### src/rtl/msi_ring_pkg.sv
package msi_ring_pkg;
   localparam int REG_AW      = 3;
   localparam int REG_DW      = 32;
   localparam int ENTRY_BYTES = 16;
   localparam int SIZE_BASE   = 15;

   typedef enum logic [REG_AW-1:0] {
      RA_CTRL  = 3'd0,
      RA_DROPS = 3'd1,
      RA_BASEH = 3'd3,
      RA_BASEL = 3'd4,
      RA_RDOFF = 3'd5,
      RA_WROFF = 3'd6
   } reg_addr_e;

   function automatic logic [31:0] ring_mask(input logic [1:0] k);
      logic [31:0] span;
      span = 32'd1 << (SIZE_BASE + int'(k));
      return (span - 32'd1) & ~32'(ENTRY_BYTES - 1);
   endfunction
endpackage

### src/rtl/msi_ring_queue.sv
module msi_ring_queue #(
   parameter int WIDTH = 32,
   parameter int DEPTH = 4
) (
   input  logic             clk,
   input  logic             rst_n,
   input  logic             push,
   input  logic [WIDTH-1:0] push_data,
   output logic             can_push,
   input  logic             pop,
   output logic             has_data,
   output logic [WIDTH-1:0] head
);
   localparam int PW = (DEPTH > 1) ? $clog2(DEPTH) : 1;
   localparam int CW = $clog2(DEPTH + 1);

   if (DEPTH < 2 || (DEPTH & (DEPTH - 1)) != 0) begin : g_bad_depth
      $error("msi_ring_queue: DEPTH must be a power of two and at least 2");
   end

   logic [WIDTH-1:0] slots [DEPTH];
   logic [PW-1:0]    wp, rp;
   logic [CW-1:0]    cnt;
   logic             do_push, do_pop;

   assign can_push = (cnt != CW'(DEPTH));
   assign has_data = (cnt != '0);
   assign head     = slots[rp];
   assign do_push  = push && can_push;
   assign do_pop   = pop && has_data;

   always_ff @(posedge clk) begin
      if (!rst_n) begin
         wp  <= '0;
         rp  <= '0;
         cnt <= '0;
      end else begin
         if (do_push) wp <= wp + PW'(1);
         if (do_pop)  rp <= rp + PW'(1);
         cnt <= cnt + CW'(do_push) - CW'(do_pop);
      end
   end

   always_ff @(posedge clk) begin
      if (do_push) slots[wp] <= push_data;
   end

   a_r9_no_overflow: assert property (@(posedge clk) disable iff (!rst_n)
      (cnt == CW'(DEPTH) && !pop) |=> (cnt == CW'(DEPTH)));
   a_r9_bound: assert property (@(posedge clk) disable iff (!rst_n)
      cnt <= CW'(DEPTH));
endmodule

### src/rtl/msi_ring_regs.sv
module msi_ring_regs
   import msi_ring_pkg::*;
#(
   parameter int MEM_AW = 64
) (
   input  logic              clk,
   input  logic              rst_n,
   input  logic [REG_AW-1:0] reg_addr,
   input  logic              reg_we,
   input  logic [REG_DW-1:0] reg_wdata,
   output logic [REG_DW-1:0] reg_rdata,
   input  logic [31:0]       wr_off,
   input  logic [31:0]       drop_cnt,
   input  logic              full_evt,
   output logic              cap_en,
   output logic              full_en,
   output logic              irq_en,
   output logic              stop_en,
   output logic [1:0]        size_k,
   output logic [MEM_AW-1:0] base,
   output logic [31:0]       rd_off,
   output logic              irq
);
   logic [31:0] base_hi, base_lo;
   logic        sticky;
   logic [31:0] mask;
   logic        wr_ctrl;

   assign base    = MEM_AW'({base_hi, base_lo});
   assign mask    = ring_mask(size_k);
   assign wr_ctrl = reg_we && reg_addr == RA_CTRL;

   always_ff @(posedge clk) begin
      if (!rst_n) begin
         {cap_en, full_en, irq_en, stop_en, sticky} <= '0;
         size_k  <= '0;
         base_hi <= '0;
         base_lo <= '0;
         rd_off  <= '0;
      end else begin
         if (wr_ctrl) begin
            cap_en  <= reg_wdata[0];
            full_en <= reg_wdata[1];
            irq_en  <= reg_wdata[3];
            stop_en <= reg_wdata[4];
            size_k  <= reg_wdata[9:8];
         end
         if (full_evt && full_en)          sticky <= 1'b1;
         else if (wr_ctrl && reg_wdata[15]) sticky <= 1'b0;
         if (reg_we && reg_addr == RA_BASEH) base_hi <= reg_wdata;
         if (reg_we && reg_addr == RA_BASEL) base_lo <= reg_wdata;
         if (reg_we && reg_addr == RA_RDOFF)
            rd_off <= reg_wdata & ~32'(ENTRY_BYTES - 1);
      end
   end

   always_comb begin
      unique case (reg_addr)
         RA_CTRL:  reg_rdata = {16'd0, sticky, 5'd0, size_k, 3'd0,
                                stop_en, irq_en, 1'b0, full_en, cap_en};
         RA_DROPS: reg_rdata = drop_cnt;
         RA_BASEH: reg_rdata = base_hi;
         RA_BASEL: reg_rdata = base_lo;
         RA_RDOFF: reg_rdata = rd_off;
         RA_WROFF: reg_rdata = wr_off;
         default:  reg_rdata = '0;
      endcase
   end

   assign irq = cap_en && irq_en &&
                (((wr_off & mask) != (rd_off & mask)) || (sticky && full_en));

   a_r4_quiet_when_off: assert property (@(posedge clk) disable iff (!rst_n)
      !(cap_en && irq_en) |-> !irq);
   a_r7_sticky_holds: assert property (@(posedge clk) disable iff (!rst_n)
      (sticky && !wr_ctrl) |=> sticky);
endmodule

### src/rtl/msi_ring_engine.sv
module msi_ring_engine
   import msi_ring_pkg::*;
#(
   parameter int MEM_AW = 64,
   parameter int MEM_DW = 128,
   parameter int NUM_W  = 32
) (
   input  logic              clk,
   input  logic              rst_n,
   input  logic              cap_en,
   input  logic              stop_en,
   input  logic [1:0]        size_k,
   input  logic [MEM_AW-1:0] base,
   input  logic [31:0]       rd_off,
   input  logic              q_valid,
   input  logic [NUM_W-1:0]  q_num,
   output logic              q_pop,
   output logic [MEM_AW-1:0] mem_addr,
   output logic [MEM_DW-1:0] mem_data,
   output logic              mem_valid,
   input  logic              mem_ready,
   output logic [31:0]       wr_off,
   output logic [31:0]       drop_cnt,
   output logic              full_evt
);
   if (MEM_DW < NUM_W || MEM_DW != ENTRY_BYTES * 8) begin : g_bad_width
      $error("msi_ring_engine: MEM_DW must equal the record size in bits");
   end

   logic [31:0] mask;
   logic        is_full, accept, busy;

   assign mask      = ring_mask(size_k);
   assign is_full   = ((wr_off + 32'(ENTRY_BYTES)) & mask) == (rd_off & mask);
   assign q_pop     = q_valid && !busy;
   assign full_evt  = q_pop && cap_en && is_full;
   assign accept    = q_pop && cap_en && !(is_full && stop_en);
   assign mem_valid = busy;

   always_ff @(posedge clk) begin
      if (!rst_n) begin
         busy     <= 1'b0;
         wr_off   <= '0;
         drop_cnt <= '0;
         mem_addr <= '0;
         mem_data <= '0;
      end else begin
         if (accept) begin
            busy     <= 1'b1;
            mem_addr <= base + MEM_AW'(wr_off & mask);
            mem_data <= MEM_DW'(q_num);
         end else if (busy && mem_ready) begin
            busy   <= 1'b0;
            wr_off <= wr_off + 32'(ENTRY_BYTES);
         end
         if (full_evt && stop_en) drop_cnt <= drop_cnt + 32'd1;
      end
   end

   a_r8_hold: assert property (@(posedge clk) disable iff (!rst_n)
      (mem_valid && !mem_ready) |=>
         (mem_valid && $stable(mem_addr) && $stable(mem_data)));
   a_r3_step: assert property (@(posedge clk) disable iff (!rst_n)
      (mem_valid && mem_ready) |=> (wr_off == $past(wr_off) + 32'd16));
   a_r3_still: assert property (@(posedge clk) disable iff (!rst_n)
      !(mem_valid && mem_ready) |=> $stable(wr_off));
   a_r2_aligned: assert property (@(posedge clk) disable iff (!rst_n)
      mem_valid |-> (mem_addr[3:0] == base[3:0]));
   a_r5_drop_no_write: assert property (@(posedge clk) disable iff (!rst_n)
      (full_evt && stop_en) |=> !mem_valid);
   a_r10_idle_when_off: assert property (@(posedge clk) disable iff (!rst_n)
      (q_pop && !cap_en) |=> !mem_valid);
endmodule

### src/rtl/msi_ring_writer.sv
module msi_ring_writer
   import msi_ring_pkg::*;
#(
   parameter int MEM_AW  = 64,
   parameter int MEM_DW  = 128,
   parameter int NUM_W   = 32,
   parameter int Q_DEPTH = 4
) (
   input  logic              clk,
   input  logic              rst_n,
   input  logic [REG_AW-1:0] reg_addr,
   input  logic              reg_we,
   input  logic [REG_DW-1:0] reg_wdata,
   output logic [REG_DW-1:0] reg_rdata,
   input  logic              msi_valid,
   input  logic [NUM_W-1:0]  msi_num,
   output logic              msi_ready,
   output logic [MEM_AW-1:0] mem_addr,
   output logic [MEM_DW-1:0] mem_data,
   output logic              mem_valid,
   input  logic              mem_ready,
   output logic              irq
);
   logic              cap_en, full_en, irq_en, stop_en, full_evt;
   logic [1:0]        size_k;
   logic [MEM_AW-1:0] base;
   logic [31:0]       rd_off, wr_off, drop_cnt;
   logic              q_valid, q_pop;
   logic [NUM_W-1:0]  q_num;

   msi_ring_queue #(.WIDTH(NUM_W), .DEPTH(Q_DEPTH)) u_queue (
      .clk(clk), .rst_n(rst_n),
      .push(msi_valid), .push_data(msi_num), .can_push(msi_ready),
      .pop(q_pop), .has_data(q_valid), .head(q_num)
   );

   msi_ring_regs #(.MEM_AW(MEM_AW)) u_regs (
      .clk(clk), .rst_n(rst_n),
      .reg_addr(reg_addr), .reg_we(reg_we), .reg_wdata(reg_wdata),
      .reg_rdata(reg_rdata),
      .wr_off(wr_off), .drop_cnt(drop_cnt), .full_evt(full_evt),
      .cap_en(cap_en), .full_en(full_en), .irq_en(irq_en),
      .stop_en(stop_en), .size_k(size_k), .base(base), .rd_off(rd_off),
      .irq(irq)
   );

   msi_ring_engine #(.MEM_AW(MEM_AW), .MEM_DW(MEM_DW), .NUM_W(NUM_W)) u_engine (
      .clk(clk), .rst_n(rst_n),
      .cap_en(cap_en), .stop_en(stop_en), .size_k(size_k), .base(base),
      .rd_off(rd_off),
      .q_valid(q_valid), .q_num(q_num), .q_pop(q_pop),
      .mem_addr(mem_addr), .mem_data(mem_data), .mem_valid(mem_valid),
      .mem_ready(mem_ready),
      .wr_off(wr_off), .drop_cnt(drop_cnt), .full_evt(full_evt)
   );

   a_r9_ready_after_reset: assert property (@(posedge clk) disable iff (!rst_n)
      $rose(rst_n) |-> msi_ready);
endmodule

### config.mk
export PLATFORM = sky130hd
export DESIGN_NAME = msi_ring_writer
export DESIGN_NICKNAME = d
export VERILOG_FILES = /design/src/rtl/msi_ring_pkg.sv /design/src/rtl/msi_ring_queue.sv /design/src/rtl/msi_ring_regs.sv /design/src/rtl/msi_ring_engine.sv /design/src/rtl/msi_ring_writer.sv
export SDC_FILE = /design/constraint.sdc
export NUM_CORES = 1
export LEC_CHECK = 0
export ABC_AREA = 0
export BUFFER_PORTS_ARGS = -buffer_cell sky130_fd_sc_hd__buf_2
export CAP_MARGIN = 20
export CORE_ASPECT_RATIO = 0.5
export CORE_MARGIN = 1
export CORE_UTILIZATION = 50
export DETAILED_ROUTE_END_ITERATION = 16
export PLACE_DENSITY = 0.81
export SKIP_CTS_REPAIR_TIMING = 1
export SLEW_MARGIN = 20
export SYNTH_ARGS = -nofsm -noshare
export SYNTH_HDL_FRONTEND = slang
export SYNTH_SLANG_ARGS = --single-unit
### constraint.sdc
create_clock -name clk -period 8.7 [get_ports clk]
set_clock_uncertainty 0.05 [all_clocks]
set_input_delay 1.74 -clock clk [delete_from_list [all_inputs] [get_ports clk]]
set_output_delay 1.74 -clock clk [all_outputs]
set_load 0.05 [all_outputs]
==> results.md <==
STA:
- Of the available clock period, the critical path in the final layout requires 0.665.
- Final hold analysis gives a worst-case slack of between 0.3 and 0.4 ns.
- Subtracting the final worst setup slack from the clock period gives roughly 5.8 ns.
- Summed over all failing endpoints, the final setup total negative slack is 0 ns.
- Measured against its own limit, the worst slew margin works out to 0.288.
- The count of endpoints failing hold in the final timing report is 0.
- The number of pins exceeding their max-slew limit in the final report was 0.
- The number of failing setup endpoints in the final timing report is 0.
- Setup repair after global routing left no endpoint under its margin.
- The highest attainable clock frequency is roughly 170 MHz.
- For the pin with the worst max-slew slack, the measured transition is between 1 and 1.5 ns.

Die:
- 299 I/O pins were placed.
- The area enclosed by the die boundary is 40100 um^2.
- The die is between 200 and 300 um wide.
- The die boundary height is around 140 um.
- The number of standard-cell rows in the floorplan is 50.
- The floorplan core area is approximately 38000 um^2.
- The effective utilization at floorplan is 0.516.

Finish:
- The total number of nets in the final design is 2331.
- The area overhead of the layout relative to synthesis is 11.3%.
- The fraction of layout cells with a size suffix above 1 is 0.155.
- The layout has between 3k and 4k filler cells.

Global routing:
- The initial antenna violation count is 5.
- The first global-routing pass estimated around 86000 um of wire.
- The maximum number of pins on one net before global-route repair is between 100 and 150.
- Summed over all layers, the global routing overflow is 0.
- The overall routing resource usage is 0.275.
- The number of global-route vias before repair is between 15k and 20k.

Synth:
- After technology mapping, the gate count stands at 2096.
- The Yosys warning count is 0.
- Yosys mapped a number of flops with a built-in enable equal to between 100 and 150.
- The biggest area consumer among synthesized cells is dfxtp_1.
- The flop and latch count out of synthesis is ~390.
- The mean post-synth cell area is 9.37 um^2.
- The synthesized area is slightly below 20000 um^2.
- Of the post-synthesis cell area, the dominant cell type holds 0.268.
- Of the synthesized area, sequential elements account for 0.464.
- After synthesis, the share of flip-flops with an asynchronous set or reset is 0.
- Ranked by total cell area, the synthesized netlist is headed by dfxtp_1 (27%), edfxtp_1 (20%), nand2_1 (7.4%).
- The most used flip-flop cell after synthesis is dfxtp_1.
- The netlist uses 75 different library cells.

Detailed routing:
- Wire segments on met3 add up to between 4000 and 5000 um in the final route.
- Wires add up to between 50000 and 60000 um.
- After detailed routing, no signal wire sits above met5.
- The amount of wire on met2 after detailed routing is ~26000 um.
- Dividing the detail-routed via count by the number of cells gives approximately 6.
- The wire length on met1 is approximately 23000 um.
- The number of routed nets with antenna violations is 0.
- The first routing iteration left roughly 1.7k violations.
- The routed length per instance is ~20 um.
- Across all layers, the routed design uses roughly 16k vias.
- For this run, design rule violations remaining after detail routing come to 0.
- The first-pass iteration count of the detailed router is 6.

Power:
- Overall power consumption after layout is estimated at 0.00448 W.
- VDD sags by at most about 150 uV.
- The total power divided by cell area is between 200 and 250 nW/um^2.
- The static leakage power is around 8.4 nW.

Job:
- Across the run, the number of max-cap violations was 0.

Worst setup path:
- The type of element capturing the critical path is an output port.
- For flop-to-flop paths, the worst setup slack is 4.07 ns.
- The worst register-to-register path has a depth of 13.
- The endpoint of the worst-slack reg-to-reg timing path is u_engine.mem_addr[62].
- Of all nets on the critical path, the largest fanout is 22.
- In this run the worst setup path terminates at reg_rdata[28].
- The worst register-to-register path begins at u_regs.size_k[0].
- The arrival time at the worst endpoint is between 3 and 4 ns.
- The type of the worst setup path is in -> out.
- The data required time of the worst path is 6.91 ns.
- STA classifies the critical path startpoint as a primary input.
- The critical path starts at reg_addr[0].

Clocking:
- TritonCTS created 37 clock buffers.
- TritonCTS built the clock tree.
- The maximum level of the CTS H-tree is 2.
- The clock transition at the registers of the reported paths is 0.07 ns.
- The clock tree buffer depth is 3.
- The clock network latency to the later pin of the worst-skew pair is roughly 0.54 ns.
- The clock tree root buffer cell is clkbuf_16.
- The count of clock tree sinks is between 300 and 400.

Hold path:
- The min-delay analysis places its worst path in the category reg -> reg.

Status:
- The flow ran to the end, and the final reports show no timing, DRC or antenna violations.

Placed design:
- The HPWL after detailed placement is 38800 um.
- The routability-driven placement congestion ratio is about 0.98.
- The number of port buffers is 202.
[worst min-delay path by stage]
stage / startpoint / depth (start not counted) / to / slack (ns)
5_1_grt: u_engine.mem_addr[1] / 2 / u_engine.mem_addr[1] / 0.42
6_report: u_engine.mem_addr[32] / 2 / u_engine.mem_addr[32] / 0.40
3_3_place_gp: u_engine.mem_addr[7] / 2 / u_engine.mem_addr[7] / 0.39
4_1_cts: u_engine.mem_addr[16] / 2 / u_engine.mem_addr[16] / 0.40
3_5_place_dp: u_engine.mem_addr[10] / 2 / u_engine.mem_addr[10] / 0.39
2_1_floorplan: u_regs.rd_off[18] / 2 / u_regs.rd_off[18] / 0.39
[placed cells by master (no fill, tap or decap), types with 21 or more instances in the layout]
| cell type | n |
|---|---|
| and3_1 | 28 |
| mux4_2 | 33 |
| edfxtp_1 | 128 |
| nand4_1 | 21 |
| nor3_1 | 28 |
| a22o_1 | 24 |
| xnor2_1 | 56 |
| nor2_1 | 109 |
| xor2_1 | 40 |
| clkbuf_16 | 39 |
| a21oi_1 | 217 |
| o21ai_0 | 61 |
| nand2_1 | 389 |
| inv_1 | 35 |
| conb_1 | 107 |
| buf_2 | 202 |
| mux2i_1 | 47 |
| o211ai_1 | 21 |
| nand3_1 | 43 |
| buf_4 | 23 |
| ha_1 | 38 |
| dfxtp_1 | 262 |
| a221o_1 | 24 |
[cell type report]
type / count / area [um^2] / area share
Antenna cell: 2 / 5.00 / 0.000229
Clock buffer: 48 / 1040 / 0.0476
Clock inverter: 19 / 293 / 0.0134
Inverter: 37 / 144 / 0.00658
Multi-Input combinational cell: 1527 / 9440 / 0.432
Sequential cell: 391 / 9110 / 0.417
Tap cell: 520 / 651 / 0.0298
Timing Repair Buffer: 225 / 1180 / 0.0541
[through the flow]
stage | area (um^2) | setup slack (ns) | cells | util
CTS | 21900 | 2.92 | 2767 | 0.575
detailed placement | 20500 | 2.92 | 2700 | 0.540
global route | 21900 | 2.90 | 2769 | 0.575
finish | 21900 | 2.92 | 2769 | 0.575
floorplan | 20000 | 2.88 | 2202 | -
global placement | 20500 | 2.92 | 2700 | 0.540
[layer usage]
| metal | up-vias | track usage |
|---|---|---|
| li1 | 7535 | - |
| met4 | 4 | 0.147 |
| met5 | - | 0 |
| met1 | 7769 | 0.349 |
| met3 | 172 | 0.0520 |
| met2 | 777 | 0.447 |
[cells in the mapped netlist, types with 38 or more instances]
cell and count:
a21oi_1 217, ha_1 38, nand3_1 43, xor2_1 40
o21ai_0 61, clkbuf_1 102, buf_4 102, nor2_1 109
mux2i_1 47, edfxtp_1 128, nand2_1 389, dfxtp_1 263
xnor2_1 56
[cell families (layout without fill, tap and decap cells)]
logic type               Yosys count  after routing  synth area share
buffers and inverters            284            329            0.0769
XOR/XNOR                          96             96            0.0428
flip-flops                       391            391             0.464
multiplexers                      82             82            0.0629
AO/OA/AOI/OAI                    462            462             0.150
AND/OR/NAND/NOR                  740            740             0.177
other                              1            109          0.000191
adder cells (fa/ha/maj)           40             40            0.0262
[worst max-delay path, cell delays in order]
cell and delay (ns):
buf_2 0.40, nor2b_1 0.81, buf_4 0.39, a22o_1 0.17, a221o_1 0.19, buf_2 0.28
[power breakdown]
group	switching, W	leakage [nW]	internal, W
sequential	0.0000472	3.30	0.00199
combinational	0.000433	4.44	0.000225
clock	0.000731	0.642	0.00106
[sequential cells by signal, summed over array words and instances (netlist names)]
| register | cells |
|---|---|
| u_queue.rp | 2 |
| u_queue.slots | 128 |
| u_engine.wr_off | 28 |
| u_regs.stop_en | 1 |
| u_regs.base_hi | 32 |
| u_regs.size_k | 2 |
| u_engine.mem_addr | 64 |
| u_engine.drop_cnt | 32 |
| u_engine.mem_data | 32 |
| u_regs.rd_off | 28 |
| u_queue.wp | 2 |
| u_engine.mem_valid | 1 |
| u_regs.cap_en | 1 |
| u_regs.base_lo | 32 |
| u_regs.sticky | 1 |
| u_regs.full_en | 1 |
| u_queue.cnt | 3 |
| u_regs.irq_en | 1 |
Power figures use the tool's default switching activity.
